<file path="config.mk">
export PLATFORM = sky130hd
export DESIGN_NAME = uart_rx_guard
export DESIGN_NICKNAME = d
export VERILOG_FILES = /design/src/rtl/uart_rxe_pkg.sv /design/src/rtl/uart_rxe_frame.sv /design/src/rtl/uart_rxe_brkmeter.sv /design/src/rtl/uart_rxe_satcnt.sv /design/src/rtl/uart_rxe_hold.sv /design/src/rtl/uart_rx_guard.sv
export SDC_FILE = /design/constraint.sdc
export NUM_CORES = 1
export LEC_CHECK = 0
export BUFFER_PORTS_ARGS = -buffer_cell sky130_fd_sc_hd__clkbuf_2
export CAP_MARGIN = 20
export CORE_ASPECT_RATIO = 1.25
export CORE_UTILIZATION = 25
export CTS_BUF_LIST = sky130_fd_sc_hd__clkbuf_8 sky130_fd_sc_hd__clkbuf_16
export CTS_CLUSTER_SIZE = 30
export DETAILED_ROUTE_END_ITERATION = 8
export SYNTH_ARGS = -nofsm -noshare
export SYNTH_HDL_FRONTEND = slang
export SYNTH_SLANG_ARGS = --single-unit
</file>
<file path="constraint.sdc">
create_clock -name clk -period 2.5 [get_ports clk]
set_input_delay 0.125 -clock clk [delete_from_list [all_inputs] [get_ports clk]]
set_output_delay 0.125 -clock clk [all_outputs]
set_load 0.05 [all_outputs]
</file>
<file path="src/rtl/uart_rxe_pkg.sv">
package uart_rxe_pkg;
  localparam logic [1:0] PAR_EVEN = 2'd1;
  localparam logic [1:0] PAR_ODD  = 2'd2;

  typedef enum logic [1:0] {ST_IDLE, ST_DATA, ST_PAR, ST_STOP} frm_st_e;

  typedef struct packed {
    logic [7:0] data;
    logic       fr;
    logic       perr;
  } rx_char_t;
endpackage

</file>
<file path="src/rtl/uart_rxe_frame.sv">
module uart_rxe_frame
  import uart_rxe_pkg::*;
(
  input  logic       clk,
  input  logic       rst_n,
  input  logic       bit_en,
  input  logic       rx_bit,
  input  logic [1:0] data_len,
  input  logic [1:0] par_mode,
  input  logic       resync,
  input  logic       hold,
  output logic       fin_ok,
  output logic       fin_fr,
  output logic       brk_go,
  output rx_char_t   fin_char
);
  frm_st_e    st_q;
  logic [2:0] idx_q;
  logic [7:0] dat_q;
  logic       par_bit_q;
  logic       prev_zero_q;

  logic       par_en;
  logic [2:0] last_idx;
  logic       fin;
  logic       zero_chr;
  logic       par_sum;
  logic       perr;

  assign par_en   = (par_mode == PAR_EVEN) || (par_mode == PAR_ODD);
  assign last_idx = 3'd4 + {1'b0, data_len};
  assign fin      = bit_en && !hold && (st_q == ST_STOP);

  // all-zero frame: data, parity and stop all low
  assign zero_chr = (dat_q == 8'd0) && !(par_en && par_bit_q) && !rx_bit;
  // with resync, a break needs the previous frame to be all-zero as well
  assign brk_go   = fin && zero_chr && (!resync || prev_zero_q);
  assign fin_fr   = fin && !rx_bit && !brk_go;
  assign fin_ok   = fin && rx_bit;

  assign par_sum  = (^dat_q) ^ par_bit_q;
  // parity is only judged when the stop bit is present
  assign perr     = par_en && rx_bit &&
                    ((par_mode == PAR_EVEN) ? par_sum : !par_sum);

  assign fin_char = '{data: dat_q, fr: !rx_bit, perr: perr};

  always_ff @(posedge clk or negedge rst_n) begin
    if (!rst_n) begin
      st_q        <= ST_IDLE;
      idx_q       <= '0;
      dat_q       <= '0;
      par_bit_q   <= 1'b0;
      prev_zero_q <= 1'b0;
    end else if (bit_en && !hold) begin
      unique case (st_q)
        ST_IDLE: begin
          if (!rx_bit) begin
            st_q      <= ST_DATA;
            idx_q     <= '0;
            dat_q     <= '0;
            par_bit_q <= 1'b0;
          end
        end
        ST_DATA: begin
          dat_q[idx_q] <= rx_bit;
          if (idx_q == last_idx) st_q <= par_en ? ST_PAR : ST_STOP;
          else                   idx_q <= idx_q + 3'd1;
        end
        ST_PAR: begin
          par_bit_q <= rx_bit;
          st_q      <= ST_STOP;
        end
        ST_STOP: begin
          prev_zero_q <= zero_chr && resync && !brk_go;
          if (!rx_bit && resync && !brk_go) begin
            // the missing stop bit doubles as the next start bit
            st_q      <= ST_DATA;
            idx_q     <= '0;
            dat_q     <= '0;
            par_bit_q <= 1'b0;
          end else begin
            st_q <= ST_IDLE;
          end
        end
        default: st_q <= ST_IDLE;
      endcase
    end
  end
endmodule

</file>
<file path="src/rtl/uart_rxe_brkmeter.sv">
module uart_rxe_brkmeter #(
  parameter int LEN_W = 16
) (
  input  logic             clk,
  input  logic             rst_n,
  input  logic             bit_en,
  input  logic             rx_bit,
  input  logic             go,
  input  logic             two_chars,
  input  logic [3:0]       frame_bits,
  output logic             active,
  output logic             end_pulse,
  output logic [LEN_W-1:0] len
);
  localparam logic [LEN_W-1:0] LEN_MAX = '1;

  logic [LEN_W-1:0] acc_q;
  logic [3:0]       bcnt_q;

  always_ff @(posedge clk or negedge rst_n) begin
    if (!rst_n) begin
      active    <= 1'b0;
      end_pulse <= 1'b0;
      len       <= '0;
      acc_q     <= '0;
      bcnt_q    <= '0;
    end else begin
      end_pulse <= 1'b0;
      if (go) begin
        active <= 1'b1;
        acc_q  <= two_chars ? LEN_W'(2) : LEN_W'(1);
        bcnt_q <= '0;
      end else if (active && bit_en) begin
        if (rx_bit) begin
          active    <= 1'b0;
          len       <= acc_q;
          end_pulse <= 1'b1;
        end else if (bcnt_q == frame_bits - 4'd1) begin
          bcnt_q <= '0;
          if (acc_q != LEN_MAX) acc_q <= acc_q + LEN_W'(1);
        end else begin
          bcnt_q <= bcnt_q + 4'd1;
        end
      end
    end
  end
endmodule

</file>
<file path="src/rtl/uart_rxe_satcnt.sv">
module uart_rxe_satcnt #(
  parameter int W = 16
) (
  input  logic         clk,
  input  logic         rst_n,
  input  logic         inc,
  output logic [W-1:0] cnt
);
  localparam logic [W-1:0] CNT_MAX = '1;

  always_ff @(posedge clk or negedge rst_n) begin
    if (!rst_n)                       cnt <= '0;
    else if (inc && cnt != CNT_MAX)   cnt <= cnt + W'(1);
  end
endmodule

</file>
<file path="src/rtl/uart_rxe_hold.sv">
module uart_rxe_hold
  import uart_rxe_pkg::*;
(
  input  logic     clk,
  input  logic     rst_n,
  input  logic     load,
  input  rx_char_t in_chr,
  output logic     valid,
  input  logic     ready,
  output rx_char_t out_chr
);
  always_ff @(posedge clk or negedge rst_n) begin
    if (!rst_n) begin
      valid   <= 1'b0;
      out_chr <= '0;
    end else if (load && (!valid || ready)) begin
      valid   <= 1'b1;
      out_chr <= in_chr;
    end else if (valid && ready) begin
      valid <= 1'b0;
    end
  end
endmodule

</file>
<file path="src/rtl/uart_rx_guard.sv">
module uart_rx_guard
  import uart_rxe_pkg::*;
#(
  parameter int CNT_W = 16,
  parameter int LEN_W = 16
) (
  input  logic             clk,
  input  logic             rst_n,
  input  logic             bit_en,
  input  logic             rx_bit,
  input  logic [1:0]       cfg_len,
  input  logic [1:0]       cfg_parity,
  input  logic             cfg_sync,
  input  logic             cfg_rzs,
  input  logic             cfg_multidrop,
  output logic             chr_valid,
  input  logic             chr_ready,
  output logic [7:0]       chr_data,
  output logic             chr_fr,
  output logic             chr_perr,
  output logic             close_pulse,
  output logic             close_fr,
  output logic             close_br,
  output logic             hunt_pulse,
  output logic             brk_start,
  output logic             brk_end,
  output logic [LEN_W-1:0] brk_len,
  output logic [CNT_W-1:0] fr_count,
  output logic [CNT_W-1:0] brk_count
);
  localparam int NUM_CNT = 2;

  logic       resync;
  logic       par_en;
  logic [3:0] frame_bits;
  logic       fin_ok, fin_fr, brk_go;
  rx_char_t   fin_char, held_chr;
  logic       brk_active;
  logic       pending_q;
  logic       br_close;

  logic [NUM_CNT-1:0] cnt_inc;
  logic [CNT_W-1:0]   cnt_val [NUM_CNT];

  assign resync     = cfg_sync && cfg_rzs;
  assign par_en     = (cfg_parity == PAR_EVEN) || (cfg_parity == PAR_ODD);
  assign frame_bits = 4'd7 + {2'b00, cfg_len} + {3'b000, par_en};
  assign br_close   = brk_go && pending_q;

  uart_rxe_frame u_frame (
    .clk      (clk),
    .rst_n    (rst_n),
    .bit_en   (bit_en),
    .rx_bit   (rx_bit),
    .data_len (cfg_len),
    .par_mode (cfg_parity),
    .resync   (resync),
    .hold     (brk_active),
    .fin_ok   (fin_ok),
    .fin_fr   (fin_fr),
    .brk_go   (brk_go),
    .fin_char (fin_char)
  );

  uart_rxe_brkmeter #(.LEN_W(LEN_W)) u_brk (
    .clk        (clk),
    .rst_n      (rst_n),
    .bit_en     (bit_en),
    .rx_bit     (rx_bit),
    .go         (brk_go),
    .two_chars  (resync),
    .frame_bits (frame_bits),
    .active     (brk_active),
    .end_pulse  (brk_end),
    .len        (brk_len)
  );

  uart_rxe_hold u_hold (
    .clk     (clk),
    .rst_n   (rst_n),
    .load    (fin_ok || fin_fr),
    .in_chr  (fin_char),
    .valid   (chr_valid),
    .ready   (chr_ready),
    .out_chr (held_chr)
  );

  assign chr_data = held_chr.data;
  assign chr_fr   = held_chr.fr;
  assign chr_perr = held_chr.perr;

  assign cnt_inc[0] = fin_fr;
  assign cnt_inc[1] = brk_go;

  for (genvar g = 0; g < NUM_CNT; g++) begin : g_cnt
    uart_rxe_satcnt #(.W(CNT_W)) u_cnt (
      .clk   (clk),
      .rst_n (rst_n),
      .inc   (cnt_inc[g]),
      .cnt   (cnt_val[g])
    );
  end

  assign fr_count  = cnt_val[0];
  assign brk_count = cnt_val[1];

  always_ff @(posedge clk or negedge rst_n) begin
    if (!rst_n) begin
      close_pulse <= 1'b0;
      close_fr    <= 1'b0;
      close_br    <= 1'b0;
      hunt_pulse  <= 1'b0;
      brk_start   <= 1'b0;
      pending_q   <= 1'b0;
    end else begin
      close_pulse <= fin_fr || br_close;
      close_fr    <= fin_fr;
      close_br    <= br_close;
      hunt_pulse  <= fin_fr && cfg_multidrop;
      brk_start   <= brk_go;
      if (fin_fr || br_close) pending_q <= 1'b0;
      else if (fin_ok)        pending_q <= 1'b1;
    end
  end
endmodule

</file>
==> flow_summary.yaml <==
status:
  status: "finished, final reports clean"
critical_path:
  critPathCaptureType: "flop"
  timing.reg2reg.setup_slack_ps: 350
  start_kind: "flop"
  worst_ep_arrival_time_ps: 2380
  crit_type: "flop to flop"
  critPathRequiredTime_ps: 2730
  path_max_fanout: 4
pwr:
  power.density_nw_per_um2: 898
  ir_drop_v: 0.000389
  p_int_uw: 3550
  leakagePower_uw: 0.00298
  p_switching_uw: 2040
  power.share.clock_pct: 28.8
  p_comb_share_pct: 32.3
  switching_share_pct: 36.5
  p_seq_share_pct: 38.9
  finalPower_uw: 5590
cts:
  clkLatencyLatePin_ps: 350
  cts_setup_buffers: 0
  cts_max_level: 3
  cts_buffers: 9
  cts_hold_buffers: 2
  clk_pin_slew_ps: 70
  clock_path_buffers: 2
  cts_resized: 0
  clock-root-buffer: "clkbuf_16"
  cts_tree: "yes"
  clock-sinks: 102
synthesis:
  netlist_area_um2: 5060
  ys_warn_count: 0
  synth.top_cell.area_share_pct: 50.4
  yosysSeqAreaShare_pct: 50.4
  syn_inst: 476
  synth_top_area_cell: "dfrtp_1"
  synthDistinctLibCells: 50
  ys_ff_latch: 102
  synthFlopType: "dfrtp_1"
  synth_area_leaders: "dfrtp_1, xnor2_1, mux2_2"
  synthArstFlopShare_pct: 100
  synth_most_common_cell: "dfrtp_1"
  synth_nets: 505
  ys_top_cells_by_count: "dfrtp_1, nand2_1, xnor2_1"
  avgSynthCellArea_um2: 10.6
  synth_edf_count: 0
grt:
  globalRouteOverflowTotal: 0
  antenna_found_initial: 0
  grt_max_degree: 66
  grt_usage_pct: 11.8
  grt_pass1_vias: 3729
  grt_pass1_wl_mm: 19.1
floorplan:
  die_w_um: 129
  die-area_um2: 20800
  io_pins: 77
  start_util_pct: 25.8
  die_h_um: 161
  rows: 57
  coreArea_um2: 19600
routing:
  wirelength_mm: 11.7
  vias_per_cell: 4.48
  drt_iter0_markers: 179
  drt-pass1-iter-count: 4
  wl_per_cell_um: 13.9
  drt_drc_violations_left: 0
  drtAntennaViolNets: 0
  dr_total_vias: 3759
sta:
  hold_viol: 0
  period_needed_ps: 2150
  worst_pin_slew_ps: 677
  fin_tns_setup_ps: 0
  maxSlewViolCount: 0
  fmax_mhz: 466
  fin_skew_ps: 8.54
  rsz0062_at_grt: "false"
  setup_violations: 0
  period_share_pct: 85.9
  max_slew_margin_pct: 54.7
cells_and_area:
  area_growth_pct: 23.0
  diodes: 0
  fin_nets: 599
  layout-drive-gt1-share_pct: 24.7
run:
  cap_violations: 0
hold_path:
  min_path_type: "input port to flop"
placement:
  io_buffers: 76
  place.gp.congestion: 0.826
  dp_hpwl_mm: 8.46
[area by class of cell]
class / instances / area, µm²
clock buffer: 9 / 225
timing repair buffer: 96 / 551
inverter: 25 / 93.8
clock inverter: 6 / 111
tap: 265 / 332
sequential: 102 / 2550
fill: 2036 / 13400
multi-input combinational: 336 / 2360
[layer usage]
layer  vias to the layer above  routed length, µm  global-route usage, %
met1                      1832               5200                   14.6
met3                        12                544                   3.08
met2                        49               5740                   19.5
li1                       1866                  -                      -
met4                         0                183                   4.87
met5                         -                  0                      0
[worst max-delay path, cell delays in order, from the launching register on]
cell      delay (ps)
dfrtp_1          390
inv_1             60
ha_1             200
and4_1           250
and4_4           160
or4b_4           510
o21bai_1         190
mux2_2           270
[layout by cell type (no fill, tap or decap), drive strengths merged, types with 11 or more instances in the layout]
master,Yosys,routed
ha,17,17
nor4,11,11
clkbuf,8,84
nand3,23,23
and3,12,12
nand2,46,46
inv,25,25
nor2,26,26
nand4,16,16
o21ai,20,20
xnor2,42,42
buf,5,19
dfrtp,102,102
mux2,24,24
[kinds of logic after synthesis]
logic type	after synthesis	synth area share (%)
buf+inv	38	2.97
fa+ha+maj	17	4.20
flops	102	50.4
xor+xnor	49	8.48
compound gates	50	6.18
mux	33	7.12
simple gates	187	20.6
[path summary, 6_finish.rpt]
check,start,endpoint,depth (start not counted)
worst max-delay path,u_frame.dat_q[7]$_DFFE_PN0P_,u_frame.idx_q[0]$_DFFE_PN0P_,7
worst min-delay path,chr_ready,u_hold.valid$_DFFE_PN0P_,3
worst max register to register,u_frame.dat_q[7]$_DFFE_PN0P_,u_frame.idx_q[0]$_DFFE_PN0P_,7
worst min register to register,u_brk.len[14]$_DFFE_PN0P_,u_brk.len[14]$_DFFE_PN0P_,2
max in group asynchronous,rst_n,u_brk.bcnt_q[1]$_DFFE_PN0P_,3
min in group asynchronous,rst_n,close_br$_DFF_PN0_,2
[sequential cells by signal, indices dropped and copies added (netlist names), 2 cells and up]
register	flops
u_frame.dat_q	8
u_frame.idx_q	3
u_brk.bcnt_q	4
u_brk.acc_q	16
u_hold.out_chr	10
u_brk.len	16
u_frame.st_q	2
g_cnt.u_cnt.cnt	32
[power by group through the flow]
| stage | clock, µW | combinational, µW | sequential (µW) |
|---|---|---|---|
| 3_3_place_gp | 0 | 1810 | 2200 |
| 5_1_grt | 1720 | 1990 | 2220 |
| 6_report | 1610 | 1800 | 2180 |
| 2_1_floorplan | 0 | 967 | 2540 |
| 3_5_place_dp | 0 | 1830 | 2210 |
| 4_1_cts | 1660 | 1830 | 2180 |
[stage by stage]
step	instance area, µm²	worst slack (ps)	cells	hold slack, ps	utilization, %
6_report	6220	353	839	103	31.7
5_1_grt	6220	200	839	148	31.7
4_1_cts	6220	327	839	99.1	31.7
3_5_place_dp	5870	142	822	147	29.9
3_3_place_gp	5870	184	822	141	29.9
2_1_floorplan	5060	300	476	-171	-
No activity file was read; power rests on OpenSTA's default activity.
